--- src/rtl/wxd_pkg.sv ---
package wxd_pkg;
  localparam int unsigned WORD_W = 32;

  typedef logic [WORD_W-1:0] word_t;

  // Magnitude of a two's-complement word; -2^31 maps to 2^31 unsigned.
  function automatic word_t abs_word(input word_t v);
    return v[WORD_W-1] ? (~v + word_t'(1)) : v;
  endfunction

  // Whether an unsigned quotient magnitude fits a signed word given its sign.
  function automatic logic quot_fits(input word_t mag, input logic neg);
    if (neg) return mag <= {1'b1, {(WORD_W-1){1'b0}}};
    return !mag[WORD_W-1];
  endfunction

  // Apply the sign to a magnitude.
  function automatic word_t apply_sign(input word_t mag, input logic neg);
    return neg ? (~mag + word_t'(1)) : mag;
  endfunction
endpackage

--- src/rtl/wxd_prep.sv ---
module wxd_prep
  import wxd_pkg::*;
(
  input  word_t opa_word,
  input  word_t opb_word,
  output word_t mag_a,
  output word_t mag_b,
  output logic  neg,
  output logic  zero_div,
  output logic  early_ovf
);
  // Dividend is opa_word * 2^WORD_W, so quotient >= 2^WORD_W whenever
  // |a| >= |b|; only |a| < |b| needs the iteration.
  assign mag_a     = abs_word(opa_word);
  assign mag_b     = abs_word(opb_word);
  assign neg       = opa_word[WORD_W-1] ^ opb_word[WORD_W-1];
  assign zero_div  = (opb_word == '0);
  assign early_ovf = zero_div | (mag_a >= mag_b);
endmodule

--- src/rtl/wxd_iter.sv ---
module wxd_iter
  import wxd_pkg::*;
(
  input  logic  clk,
  input  logic  rst_n,
  input  logic  accept,
  input  word_t mag_a,
  input  word_t mag_b,
  input  logic  neg,
  input  logic  early,
  input  logic  oe,
  output logic  busy,
  output logic  fin,
  output word_t q_mag,
  output logic  neg_q,
  output logic  early_q,
  output logic  oe_q
);
  localparam int unsigned CNT_W = $clog2(WORD_W);
  localparam logic [CNT_W-1:0] LAST = CNT_W'(WORD_W - 1);

  typedef enum logic [1:0] {ST_IDLE, ST_RUN, ST_FIN} st_t;

  st_t              st_q;
  logic [CNT_W-1:0] cnt_q;
  word_t            rem_q;
  word_t            div_q;
  logic [WORD_W:0]  trial;
  logic [WORD_W:0]  diff;
  logic             take;
  word_t            rem_nx;

  // One restoring step: the dividend's low half is zero, so zeros shift in.
  always_comb begin
    trial  = {rem_q, 1'b0};
    diff   = trial - {1'b0, div_q};
    take   = (trial >= {1'b0, div_q});
    rem_nx = take ? diff[WORD_W-1:0] : trial[WORD_W-1:0];
  end

  always_ff @(posedge clk or negedge rst_n) begin
    if (!rst_n) begin
      st_q    <= ST_IDLE;
      cnt_q   <= '0;
      rem_q   <= '0;
      div_q   <= '0;
      q_mag   <= '0;
      neg_q   <= 1'b0;
      early_q <= 1'b0;
      oe_q    <= 1'b0;
    end else begin
      case (st_q)
        ST_IDLE: if (accept) begin
          st_q    <= ST_RUN;
          cnt_q   <= '0;
          rem_q   <= mag_a;
          div_q   <= mag_b;
          q_mag   <= '0;
          neg_q   <= neg;
          early_q <= early;
          oe_q    <= oe;
        end
        ST_RUN: begin
          rem_q <= rem_nx;
          q_mag <= {q_mag[WORD_W-2:0], take};
          cnt_q <= cnt_q + 1'b1;
          if (cnt_q == LAST) st_q <= ST_FIN;
        end
        ST_FIN:  st_q <= ST_IDLE;
        default: st_q <= ST_IDLE;
      endcase
    end
  end

  assign busy = (st_q != ST_IDLE);
  assign fin  = (st_q == ST_FIN);

  // an accepted start turns busy on and restarts the step count.
  p_accept_busy_r8: assert property (@(posedge clk) disable iff (!rst_n)
    accept |=> busy && (cnt_q == '0));

  // the finish cycle follows exactly the last of WORD_W steps.
  p_full_run_r8: assert property (@(posedge clk) disable iff (!rst_n)
    fin |-> $past(st_q == ST_RUN) && ($past(cnt_q) == LAST));

  // restoring invariant, partial remainder stays below the divisor.
  p_rem_bound_r3: assert property (@(posedge clk) disable iff (!rst_n)
    (st_q == ST_RUN) && !early_q |-> rem_q < div_q);
endmodule

--- src/rtl/wxd_xer.sv ---
module wxd_xer
  import wxd_pkg::*;
#(
  parameter int unsigned REG_W = 64
) (
  input  logic             clk,
  input  logic             rst_n,
  input  logic             accept,
  input  logic             fin,
  input  word_t            q_mag,
  input  logic             neg,
  input  logic             early,
  input  logic             oe,
  output logic             done,
  output logic [REG_W-1:0] result,
  output logic             ov_flag,
  output logic             so_flag
);
  localparam int unsigned EXT_W = REG_W - WORD_W;

  logic  ovf;
  word_t sq;

  assign ovf = early | !quot_fits(q_mag, neg);
  assign sq  = apply_sign(q_mag, neg);

  always_ff @(posedge clk or negedge rst_n) begin
    if (!rst_n) begin
      done    <= 1'b0;
      result  <= '0;
      ov_flag <= 1'b0;
      so_flag <= 1'b0;
    end else if (accept) begin
      done <= 1'b0;
    end else if (fin) begin
      done   <= 1'b1;
      result <= ovf ? '0 : {{EXT_W{sq[WORD_W-1]}}, sq};
      if (oe) begin
        ov_flag <= ovf;
        so_flag <= so_flag | ovf;
      end
    end
  end

  // any overflow outcome leaves a zero result.
  p_zero_on_ovf_r5: assert property (@(posedge clk) disable iff (!rst_n)
    fin && ovf |=> (result == '0) && done);

  // enabled overflow sets both status bits.
  p_ov_sets_r6: assert property (@(posedge clk) disable iff (!rst_n)
    fin && oe && ovf |=> ov_flag && so_flag);

  // enabled clean divide clears OV and keeps SO.
  p_ov_clears_r6: assert property (@(posedge clk) disable iff (!rst_n)
    fin && oe && !ovf |=> !ov_flag && (so_flag == $past(so_flag)));

  // disabled update leaves both bits alone.
  p_flags_keep_r7: assert property (@(posedge clk) disable iff (!rst_n)
    fin && !oe |=> $stable(ov_flag) && $stable(so_flag));

  // outputs hold while done until the next accepted start.
  p_hold_r9: assert property (@(posedge clk) disable iff (!rst_n)
    done && !accept |=> done && $stable(result) && $stable(ov_flag) && $stable(so_flag));
endmodule

--- src/rtl/wordext_sdiv.sv ---
module wordext_sdiv
  import wxd_pkg::*;
#(
  parameter int unsigned REG_W = 64
) (
  input  logic             clk,
  input  logic             rst_n,
  input  logic             start,
  input  logic             oe_en,
  input  logic [REG_W-1:0] opa,
  input  logic [REG_W-1:0] opb,
  output logic             busy,
  output logic             done,
  output logic [REG_W-1:0] result,
  output logic             ov_flag,
  output logic             so_flag
);
  word_t mag_a, mag_b, q_mag;
  logic  neg, zero_div, early_ovf;
  logic  accept, fin, neg_q, early_q, oe_q;
  logic  unused_hi;

  assign accept    = start & ~busy;
  assign unused_hi = ^{opa[REG_W-1:WORD_W], opb[REG_W-1:WORD_W], zero_div};

  wxd_prep u_prep (
    .opa_word  (opa[WORD_W-1:0]),
    .opb_word  (opb[WORD_W-1:0]),
    .mag_a     (mag_a),
    .mag_b     (mag_b),
    .neg       (neg),
    .zero_div  (zero_div),
    .early_ovf (early_ovf)
  );

  wxd_iter u_iter (
    .clk     (clk),
    .rst_n   (rst_n),
    .accept  (accept),
    .mag_a   (mag_a),
    .mag_b   (mag_b),
    .neg     (neg),
    .early   (early_ovf),
    .oe      (oe_en),
    .busy    (busy),
    .fin     (fin),
    .q_mag   (q_mag),
    .neg_q   (neg_q),
    .early_q (early_q),
    .oe_q    (oe_q)
  );

  wxd_xer #(.REG_W(REG_W)) u_xer (
    .clk     (clk),
    .rst_n   (rst_n),
    .accept  (accept),
    .fin     (fin),
    .q_mag   (q_mag),
    .neg     (neg_q),
    .early   (early_q),
    .oe      (oe_q),
    .done    (done),
    .result  (result),
    .ov_flag (ov_flag),
    .so_flag (so_flag)
  );

  // the handshake never shows busy and done together.
  p_busy_done_r8: assert property (@(posedge clk) disable iff (!rst_n)
    !(busy && done));

  // a start arriving while busy does not disturb the run.
  p_ignore_busy_start_r9: assert property (@(posedge clk) disable iff (!rst_n)
    start && busy && !fin |=> busy);
endmodule

--- config.mk ---
export PLATFORM = sky130hd
export DESIGN_NAME = wordext_sdiv
export DESIGN_NICKNAME = d
export VERILOG_FILES = /design/src/rtl/wxd_pkg.sv /design/src/rtl/wxd_prep.sv /design/src/rtl/wxd_iter.sv /design/src/rtl/wxd_xer.sv /design/src/rtl/wordext_sdiv.sv
export SDC_FILE = /design/constraint.sdc
export NUM_CORES = 1
export LEC_CHECK = 0
export CAP_MARGIN = 20
export CORE_MARGIN = 4
export CORE_UTILIZATION = 30
export DETAILED_ROUTE_END_ITERATION = 12
export PLACE_DENSITY = 0.6
export SLEW_MARGIN = 20
export SYNTH_ARGS = -nofsm -noshare
export SYNTH_HDL_FRONTEND = slang
export SYNTH_SLANG_ARGS = --single-unit
--- constraint.sdc ---
create_clock -name clk -period 4.57 [get_ports clk]
set_input_delay 0.457 -clock clk [delete_from_list [all_inputs] [get_ports clk]]
set_output_delay 0.457 -clock clk [all_outputs]
set_load 0.1 [all_outputs]
==> summary.txt <==
===========================================================================================
Family of cells with the greatest summed delay on the critical path .......... simple AND/OR/NAND/NOR gates
Instance area after placement ................................................ 0.0122 sq mm
Maximum number of pins on one net before global-route repair .................           65
Clock root buffer master .....................................................    clkbuf_16
Most used DFF post-synth .....................................................      dfrtp_1
Antenna cell count ...........................................................            0
Crit. End Element ............................................................     register
Post-synth cell types ........................................................           60
Clock tree sinks .............................................................          141
Antenna Violating Nets Remaining .............................................            0
FF+latch count, synth ........................................................          141
Placer congestion estimate ...................................................        0.847
Via density per instance .....................................................         5.09
Synthesized area ............................................................. 0.0104 sq mm
Count of buffers added by post-CTS timing repair for setup ...................            0
Max Transition Viols Final ...................................................            0
Synthesis-to-layout area growth ..............................................        23.1%
Synth Area in Compound Gates .................................................        22.7%
Core ar. ..................................................................... 0.0345 sq mm
Routed WL per cell ........................................................... 15.3 microns
Synthesized-area fraction occupied by xor and xnor cells .....................        9.06%
Buffers from clock root to sink, at most .....................................            2
Clock-pin transition on the worst setup and hold timing paths ................      0.08 ns
Fin Clk Skew .................................................................    0.0215 ns
Share of the clock period used by the worst path after layout ................        94.5%
Maximum clock rate ...........................................................      232 MHz
Die Area ..................................................................... 0.0379 sq mm
Minimum setup slack in the final design ......................................     0.253 ns
Die span in y ................................................................  195 microns
CP bufs+invs .................................................................            1
Final hold vios ..............................................................            0
Count of port buffers added during placement .................................          135
Ratio of total power to cell area ............................................  688 mW/mm^2
Peak supply drop .............................................................       292 uV
Max incr delay on CP .........................................................      0.55 ns
Kind of start point of the critical path .....................................   input port
WL final ..................................................................... 28200 microns
Effective utilization at floorplan ...........................................        30.3%
Max H-tree Level .............................................................            4
Initial antenna violation count ..............................................            1
Finished Cell Area ........................................................... 0.0129 sq mm
Max FO, Critical Path ........................................................            2
X dimension of the die .......................................................  195 microns
Post-Layout Cell Count .......................................................         1844
Fill cells ...................................................................         3535
Setup TNS ....................................................................         0 ns
Proportion of synthesized area in mux cells ..................................       0.983%
Placement-stage worst setup slack ............................................    -0.314 ns
Number of max-cap violations .................................................            0
Tightest Pin Transition ......................................................     0.997 ns
Gr ovfl total ................................................................            0
Async SR Flop Fraction .......................................................         100%
Worst path arrival time ......................................................      4.64 ns
Detailed-routing iteration count for the pre-antenna-repair pass .............            5
Avg Synthesized Cell Area ....................................................   8.18 sq um
Post-route total power .......................................................      8.84 mW
Slowest stage cell, crit path ................................................        or4_4
Number of cells produced by synthesis ........................................         1276
CP Class ..................................................................... input port to register
Area share of the largest cell type after synthesis ..........................        33.8%
Share of layout cells above drive strength 1 .................................        6.84%
Number of setup violations in the final report ...............................            0
Number of global-route vias before repair ....................................         8937
Core Rows ....................................................................           68
Worst Path Required ..........................................................      4.90 ns
Remaining max-slew budget at the tightest pin ................................        33.3%
Leakage power summed over all cells ..........................................      5.39 nW
Warning count from the yosys run .............................................            0
Placed wire-length estimate after detailed placement ......................... 21200 microns
Post-Route Utilization .......................................................        37.3%
Total number of vias .........................................................         9380
Synthesized-area fraction occupied by adder cells ............................        8.46%
Simple logic cell fraction of the synthesized area ...........................        18.4%
Worst slack on hold paths ....................................................     0.474 ns
Drt drc ......................................................................            0
Number of design-rule violations left by the first detailed-router iteration .          548
Clock latency on the worst-skew pair .........................................      0.44 ns
Most area-consuming cells after synthesis .................................... dfrtp_1, ha_1, nand2_1
Class of the worst hold path ................................................. register to register
Critical Path, Cell by Cell .................................................. clkdlybuf4s50_1 -> or4_4 -> or4_1 -> or2_1 -> or3_4 -> or2_4 -> o21ai_1 -> xor2_1 -> ha_1 -> a21o_1 -> a21o_1 -> a21oi_1 -> nor2_1 -> a2111oi_1 -> nor2_1 -> nor4_1 -> a21oi_1
Net count after synthesis ....................................................         1478
GRT Util Overall .............................................................        14.6%
Unrepaired setup endpoints after global routing ..............................           no
Io pins ......................................................................          200
Outcome ...................................................................... complete, no violations
Number of synthesized flops with an enable pin ...............................            0
Main combinational cell family by area after synthesis ....................... compound AO/OA/AOI/OAI gates
Period minus WS final ........................................................      4.32 ns
Instance count after placement with tap cells included .......................         1811
Sequential element share of the synthesized area .............................        33.8%
Fin nets .....................................................................         1578
Global-route wire length before repair ....................................... 46500 microns
TritonCTS clock tree .........................................................         done
Library cell occupying the most area in the post-synthesis netlist ...........      dfrtp_1
Clock buffers created by TritonCTS ...........................................           17
===========================================================================================
final timing paths:
check	from	to	slack, ns	depth (start not counted)
max	opb[13]	u_iter.early_q$_DFFE_PN0P_	0.25	17
min reg2reg	u_xer.so_flag$_DFFE_PN0P_	u_xer.so_flag$_DFFE_PN0P_	0.47	1
min	u_xer.so_flag$_DFFE_PN0P_	u_xer.so_flag$_DFFE_PN0P_	0.47	1
max in group asynchronous	rst_n	u_iter.rem_q[20]$_DFFE_PN0P_	3.02	3
max reg2reg	u_iter.div_q[15]$_DFFE_PN0P_	u_iter.rem_q[26]$_DFFE_PN0P_	1.22	11
min in group asynchronous	rst_n	u_xer.result[26]$_DFFE_PN0P_	0.56	2
power breakdown:
| part | total [mW] | internal (mW) | switching (mW) |
|---|---|---|---|
| Sequential | 2.19 | 1.75 | 0.440 |
| Combinational | 5.17 | 2.01 | 3.16 |
| Clock | 1.48 | 0.794 | 0.687 |
| Total | 8.84 | 4.56 | 4.29 |
routing by layer:
layer | wire [microns] | global-route usage, % | part of all wire (%) | vias to the layer above
met5 | 0 | 0 | 0 | -
met4 | 453 | 3.93 | 1.6 | 0
met3 | 1450 | 2.24 | 5.2 | 30
met2 | 12600 | 23.0 | 45 | 269
met1 | 13700 | 21.0 | 48 | 4358
li1 | - | - | - | 4723
logic make-up (layout without fill, tap and decap cells):
family | after synthesis | after routing
xor gates and xnor gates | 108 | 108
adders and majority gates | 70 | 70
and+or+nand+nor | 413 | 413
buffers and inverters | 149 | 262
DFF | 141 | 141
AOI/OAI and AO/OA | 385 | 385
muxes | 10 | 10
synthesized netlist by cell type, types with 3 or more instances:
| cell | number |
|---|---|
| a211oi_1 | 10 |
| a21o_1 | 18 |
| a21oi_1 | 68 |
| a221oi_1 | 4 |
| a22oi_1 | 18 |
| a31oi_1 | 9 |
| and2_1 | 3 |
| and3_1 | 12 |
| and4_1 | 3 |
| buf_1 | 4 |
| buf_2 | 4 |
| buf_4 | 32 |
| clkbuf_1 | 57 |
| dfrtp_1 | 141 |
| ha_1 | 69 |
| inv_1 | 52 |
| mux2i_1 | 8 |
| nand2_1 | 217 |
| nand2b_1 | 17 |
| nand3_1 | 22 |
| nand3b_1 | 3 |
| nand4_1 | 11 |
| nor2_1 | 43 |
| nor2b_1 | 9 |
| nor3_1 | 23 |
| nor4_1 | 10 |
| o211ai_1 | 9 |
| o21a_1 | 8 |
| o21ai_0 | 147 |
| o21bai_1 | 6 |
| o22ai_1 | 3 |
| o31ai_1 | 64 |
| o41ai_1 | 5 |
| or2_2 | 3 |
| or3_1 | 19 |
| or4_1 | 10 |
| xnor2_1 | 44 |
| xor2_1 | 64 |
sequential cells by signal, indices dropped and copies added, names as in the netlist:
register        count
u_iter.rem_q       32
u_iter.q_mag       32
u_iter.early_q      1
u_iter.oe_q         1
u_xer.result       32
u_iter.cnt_q        5
u_iter.neg_q        1
u_xer.ov_flag       1
u_iter.st_q         2
u_xer.so_flag       1
u_xer.done          1
u_iter.div_q       32
what timing repair did:
action / in CTS / in global routing
hold endpoints to repair: 1 / 0
resized for setup: 0 / 2
endpoints found under the setup margin: 0 / 1
hold buffers: 1 / 0
cell type report:
class	count	area (sq um)	area share (%)
Multi-Input combinational cell	986	6260	48.7
Sequential cell	141	3530	27.4
Inverter	52	195	1.52
Clock inverter	15	200	1.56
Timing Repair Buffer	178	1680	13.1
Tap cell	455	569	4.43
Clock buffer	17	425	3.31
cells in the final DEF (no fill, tap or decap), types with 18 or more instances in the layout:
cell type and count:
a22oi_1 18, o21ai_0 146, a21oi_1 68, clkdlybuf4s50_1 134
xor2_1 64, nor3_1 23, dfrtp_1 141, or3_1 19
inv_1 52, nand2_1 216, o31ai_1 64, xnor2_1 44
ha_1 69, nand3_1 22, buf_4 42, nor2_1 43
Power figures use the tool's default switching activity.
